`config.mk`:
```
export PLATFORM = sky130hd
export DESIGN_NAME = enc_reset_ctrl
export DESIGN_NICKNAME = d
export VERILOG_FILES = /design/src/rtl/enc_reset_ctrl.sv
export SDC_FILE = /design/constraint.sdc
export NUM_CORES = 1
export LEC_CHECK = 0
export ABC_AREA = 0
export BUFFER_PORTS_ARGS = -buffer_cell sky130_fd_sc_hd__buf_4
export CORE_MARGIN = 3
export CORE_UTILIZATION = 35
export CTS_BUF_LIST = sky130_fd_sc_hd__clkbuf_4 sky130_fd_sc_hd__clkbuf_8
export CTS_CLUSTER_SIZE = 20
export DETAILED_ROUTE_END_ITERATION = 10
export PLACE_DENSITY = 0.6
export SLEW_MARGIN = 40
export SYNTH_ARGS = -nofsm -noshare
export SYNTH_HDL_FRONTEND = slang
export SYNTH_SLANG_ARGS = --single-unit
export TNS_END_PERCENT = 100
```
`constraint.sdc`:
```
create_clock -name clk -period 2.01 [get_ports clk]
set_input_delay 0.201 -clock clk [delete_from_list [all_inputs] [get_ports clk]]
set_output_delay 0.201 -clock clk [all_outputs]
set_load 0.02 [all_outputs]
```
`src/rtl/enc_reset_ctrl.sv`:
```
module enc_reset_ctrl #(
  parameter int ADDR_W     = 4,
  parameter int DATA_W     = 8,
  parameter int NUM_REGS   = 16,
  parameter int CFG_LAST   = 6,
  parameter int HOLD_FIRST = 12,
  parameter int MIN_LOW    = 5,
  parameter int SOFT_BIT   = 7
) (
  input  logic              clk,
  input  logic              rst_pin_n,
  input  logic              wr_en,
  input  logic [ADDR_W-1:0] addr,
  input  logic [DATA_W-1:0] wdata,
  output logic [DATA_W-1:0] rdata,
  output logic              rdata_ok,
  output logic              core_rst,
  output logic              hw_rst
);
  localparam int CNT_W = $clog2(MIN_LOW + 1);

  function automatic logic [DATA_W-1:0] dflt(int idx);
    logic [DATA_W-1:0] v;
    v = '0;
    if (idx == 1) v[2:0] = 3'b101;
    return v;
  endfunction

  logic [1:0]                 pin_sync;
  logic [CNT_W-1:0]           low_cnt;
  logic                       soft_pulse;
  logic [NUM_REGS*DATA_W-1:0] bank;
  logic [NUM_REGS-1:0]        seen;

  always_ff @(posedge clk) pin_sync <= {pin_sync[0], rst_pin_n};

  always_ff @(posedge clk)
    if (pin_sync[1])                   low_cnt <= '0;
    else if (low_cnt != CNT_W'(MIN_LOW)) low_cnt <= low_cnt + 1'b1;

  assign hw_rst   = (low_cnt == CNT_W'(MIN_LOW));
  assign core_rst = hw_rst | soft_pulse;

  always_ff @(posedge clk)
    if (hw_rst) soft_pulse <= 1'b0;
    else        soft_pulse <= bank[CFG_LAST*DATA_W + SOFT_BIT] & ~soft_pulse;

  for (genvar i = 0; i < NUM_REGS; i++) begin : g_reg
    logic [DATA_W-1:0] q;
    logic              hit;
    assign hit = wr_en && !core_rst && (addr == ADDR_W'(i));

    if (i < HOLD_FIRST) begin : g_rst
      localparam bit SOFT_CLR = (i > CFG_LAST);
      localparam bit SOFT_REG = (i == CFG_LAST);
      always_ff @(posedge clk)
        if (hw_rst || (soft_pulse && SOFT_CLR)) q <= dflt(i);
        else if (soft_pulse && SOFT_REG)        q[SOFT_BIT] <= 1'b0;
        else if (hit)                           q <= wdata;
      assign seen[i] = 1'b1;
    end else begin : g_keep
      logic v;
      always_ff @(posedge clk) if (hit) q <= wdata;
      always_ff @(posedge clk)
        if (hw_rst)   v <= 1'b0;
        else if (hit) v <= 1'b1;
      assign seen[i] = v;
    end

    assign bank[i*DATA_W +: DATA_W] = q;
  end

  assign rdata_ok = seen[addr];
  assign rdata    = rdata_ok ? bank[addr*DATA_W +: DATA_W] : '0;
endmodule

```
==> metrics.cfg <==
[run_status]
outcome=completed

[routing]
post_drt_via_cell_ratio=5.03
num_vias=3807
drt_first_iter_violations=250
route.detailed.wl_per_inst_um=17.7
routed_wl_um=13400
detail_route.first_pass.iterations=4
detail-route-antenna-nets=0
remaining_drc_errors=0

[timing]
tns_ps=0
final-setup-viol-count=0
finalMaxSlewViolations=0
max_freq_ghz=0.514
post-route-worst-setup-slack_ps=65.2
post-route-min-period_ps=1940
timing.final.crit_share_pct=96.8
maxSlewHeadroom_pct=74.4
fin_hold_ws_ps=84.1
worstMarginPinSlew_ps=385
final_skew_ps=9.49
number_of_hold_violations_in_the_final_report=0
grt_setup_unrepaired=yes

[min_path]
min_path_type=in2reg

[power]
internal_power_mw=5.87
power.clock.fraction_pct=26.4
pwr_density_cell_nw_per_um2=1170
comb_power_share_pct=24.2
switching_power_summed_over_all_nets_mw=2.36
worst_ir_drop_vdd_mv=0.651
p_leak_nw=3.24
switching_share_pct=28.7
p_seq_share_pct=49.4
finalPower_mw=8.23

[die]
die_area_sq_um=18700
start_util_pct=36.0
placement_rows=47
die_h_um=137
io_pins=26
floorplan.core_area_sq_um=16600
die_w_um=137

[cells_and_area]
utilization_pct=42.4
layout_common_cells=sky130_fd_sc_hd__mux2i_1 (105), sky130_fd_sc_hd__dfxtp_1 (105), sky130_fd_sc_hd__nor2_1 (101)
antenna_cells_inserted=0
final_layout_size_suffix_gt1_share_pct=28.3
postLayoutCellArea_sq_um=7060
flow.area_growth_from_synthesis_pct=17.9
fillCellCount=1550
finish.net_count=542
final-instance-count-excl-fill=757

[clock_network]
latest_clock_arrival_within_the_worst_skew_pair_ps=440
cts-buffers-inserted=17
path_clk_slew_ps=70
tritoncts=yes
clockRootBuffer=sky130_fd_sc_hd__clkbuf_8
cts.sinks=138
cts_max_level=4
clockBufferDepth=2

[job]
max_cap_check_violation_count=0

[synthesis]
synth_ff_type=sky130_fd_sc_hd__dfxtp_1
count_of_synthesis_stage_warnings_from_yosys=0
synth_edf_count=32
synth.yosys.seq_area_share_pct=51.5
synth_area_per_cell_sq_um=12.4
post_synth_inst_count=482
ys_ff_latch=138
syn-cell-area_sq_um=5990
asyncSetResetFlopFracSynth_pct=0
synth.lib_cells_used.distinct=40
mappedNetlistNets=499

[placed_design]
place.detailed.hpwl_um=9150
preCtsSetupSlack_ps=-7.69
dpl.cell_count=726
place_area_sq_um=6580
finalWeightedCongestion=0.740
io_buffer_count=25

[worst_setup_path]
critical_path.max_fanout=1
setup.worst_path.class=reg2out
critical_path_required_ps=1810
setup.worst_path.start_class=flop
cp.arrival_ps=1740
critPathCaptureType=output port

[global_route]
grt_pass1_wl_um=21500
globalRouteTotalUtil_pct=15.3
grt-ovfl-total=0
grt_pass1_vias=3879
antenna_found_initial=0
grt_max_degree=34

[per-layer routing]
layer	GRT usage (%)	part of all wire, %
met5	0	0
met1	21.2	48
met4	4.49	0.88
met3	4.38	4.4
met2	23.5	47
[state kept, by name (all words and copies together) (netlist names)]
signal      count
soft_pulse      1
pin_sync        2
g.g_keep.v      4
low_cnt         3
g.q           128
[layout make-up]
cell class | count | area (sq um) | area share [%]
multi-input combinational | 305 | 2780 | 39.4
sequential | 138 | 3080 | 43.7
inverter | 3 | 18.8 | 0.266
clock buffer | 28 | 342 | 4.84
tap | 220 | 275 | 3.90
timing repair buffer | 60 | 522 | 7.39
clock inverter | 3 | 40.0 | 0.567
[power groups by stage]
| stage | clock, mW | sequential, mW | combinational, mW |
|---|---|---|---|
| floorplan | 0 | 3.97 | 1.47 |
| global placement | 0 | 4.08 | 1.88 |
| detailed placement | 0 | 4.11 | 1.94 |
| CTS | 2.24 | 4.06 | 2.00 |
| global route | 2.35 | 4.15 | 2.23 |
| finish | 2.18 | 4.06 | 1.99 |
[worst paths after layout]
check                           cells past startpoint             end      startpoint  slack, ps
worst min-delay path                                1  g_reg[14].q[7]        wdata[7]         80
worst max register to register                      8   g_reg[3].q[4]      low_cnt[1]        350
worst min register to register                      0     pin_sync[1]     pin_sync[0]        330
worst max-delay path                                4        rdata[7]  g_reg[14].q[7]         70
[logic make-up (layout without fill, tap and decap cells)]
logic type / count (synthesis) / in the layout / share of synthesized area [%]
mux: 138 / 138 / 29.4
simple gates: 138 / 138 / 12.1
compound gates: 26 / 26 / 3.03
flops: 138 / 138 / 51.5
buf+inv: 39 / 94 / 3.53
fa+ha+maj: 2 / 2 / 0.418
xor+xnor: 1 / 1 / 0.146
[cell usage after synthesis, types with 2 or more instances]
cell type,instances,area (sq um)
sky130_fd_sc_hd__inv_1,2,7.51
sky130_fd_sc_hd__nor2b_2,2,17.5
sky130_fd_sc_hd__mux2i_1,107,1070
sky130_fd_sc_hd__nor3_1,2,10.0
sky130_fd_sc_hd__dfxtp_1,106,2120
sky130_fd_sc_hd__buf_6,3,33.8
sky130_fd_sc_hd__ha_1,2,25.0
sky130_fd_sc_hd__o21ai_0,6,30.0
sky130_fd_sc_hd__edfxtp_1,32,961
sky130_fd_sc_hd__nor2b_1,2,12.5
sky130_fd_sc_hd__mux4_2,30,676
sky130_fd_sc_hd__clkbuf_1,19,71.3
sky130_fd_sc_hd__a22oi_1,8,60.1
sky130_fd_sc_hd__nand4_4,5,106
sky130_fd_sc_hd__o21ai_1,2,10.0
sky130_fd_sc_hd__and4b_1,3,30.0
sky130_fd_sc_hd__buf_2,4,20.0
sky130_fd_sc_hd__nand4_2,4,50.1
sky130_fd_sc_hd__buf_4,10,75.1
sky130_fd_sc_hd__nand2_1,10,37.5
sky130_fd_sc_hd__nor2_1,101,379
sky130_fd_sc_hd__o21a_1,4,30.0
[critical path, stage by stage, from the launching register on]
cell and delay (ps):
sky130_fd_sc_hd__edfxtp_1 360, sky130_fd_sc_hd__mux4_2 490, sky130_fd_sc_hd__mux2i_2 200, sky130_fd_sc_hd__o21ai_2 100, sky130_fd_sc_hd__buf_6 140
[timing repair]
action	CTS	global route
hold endpoints to repair	1	0
hold buffers	1	0
pin swaps	2	4
buffers inserted	0	1
resized for setup	22	7
endpoints found under the setup margin	9	9
No activity file was read; power rests on OpenSTA's default activity.
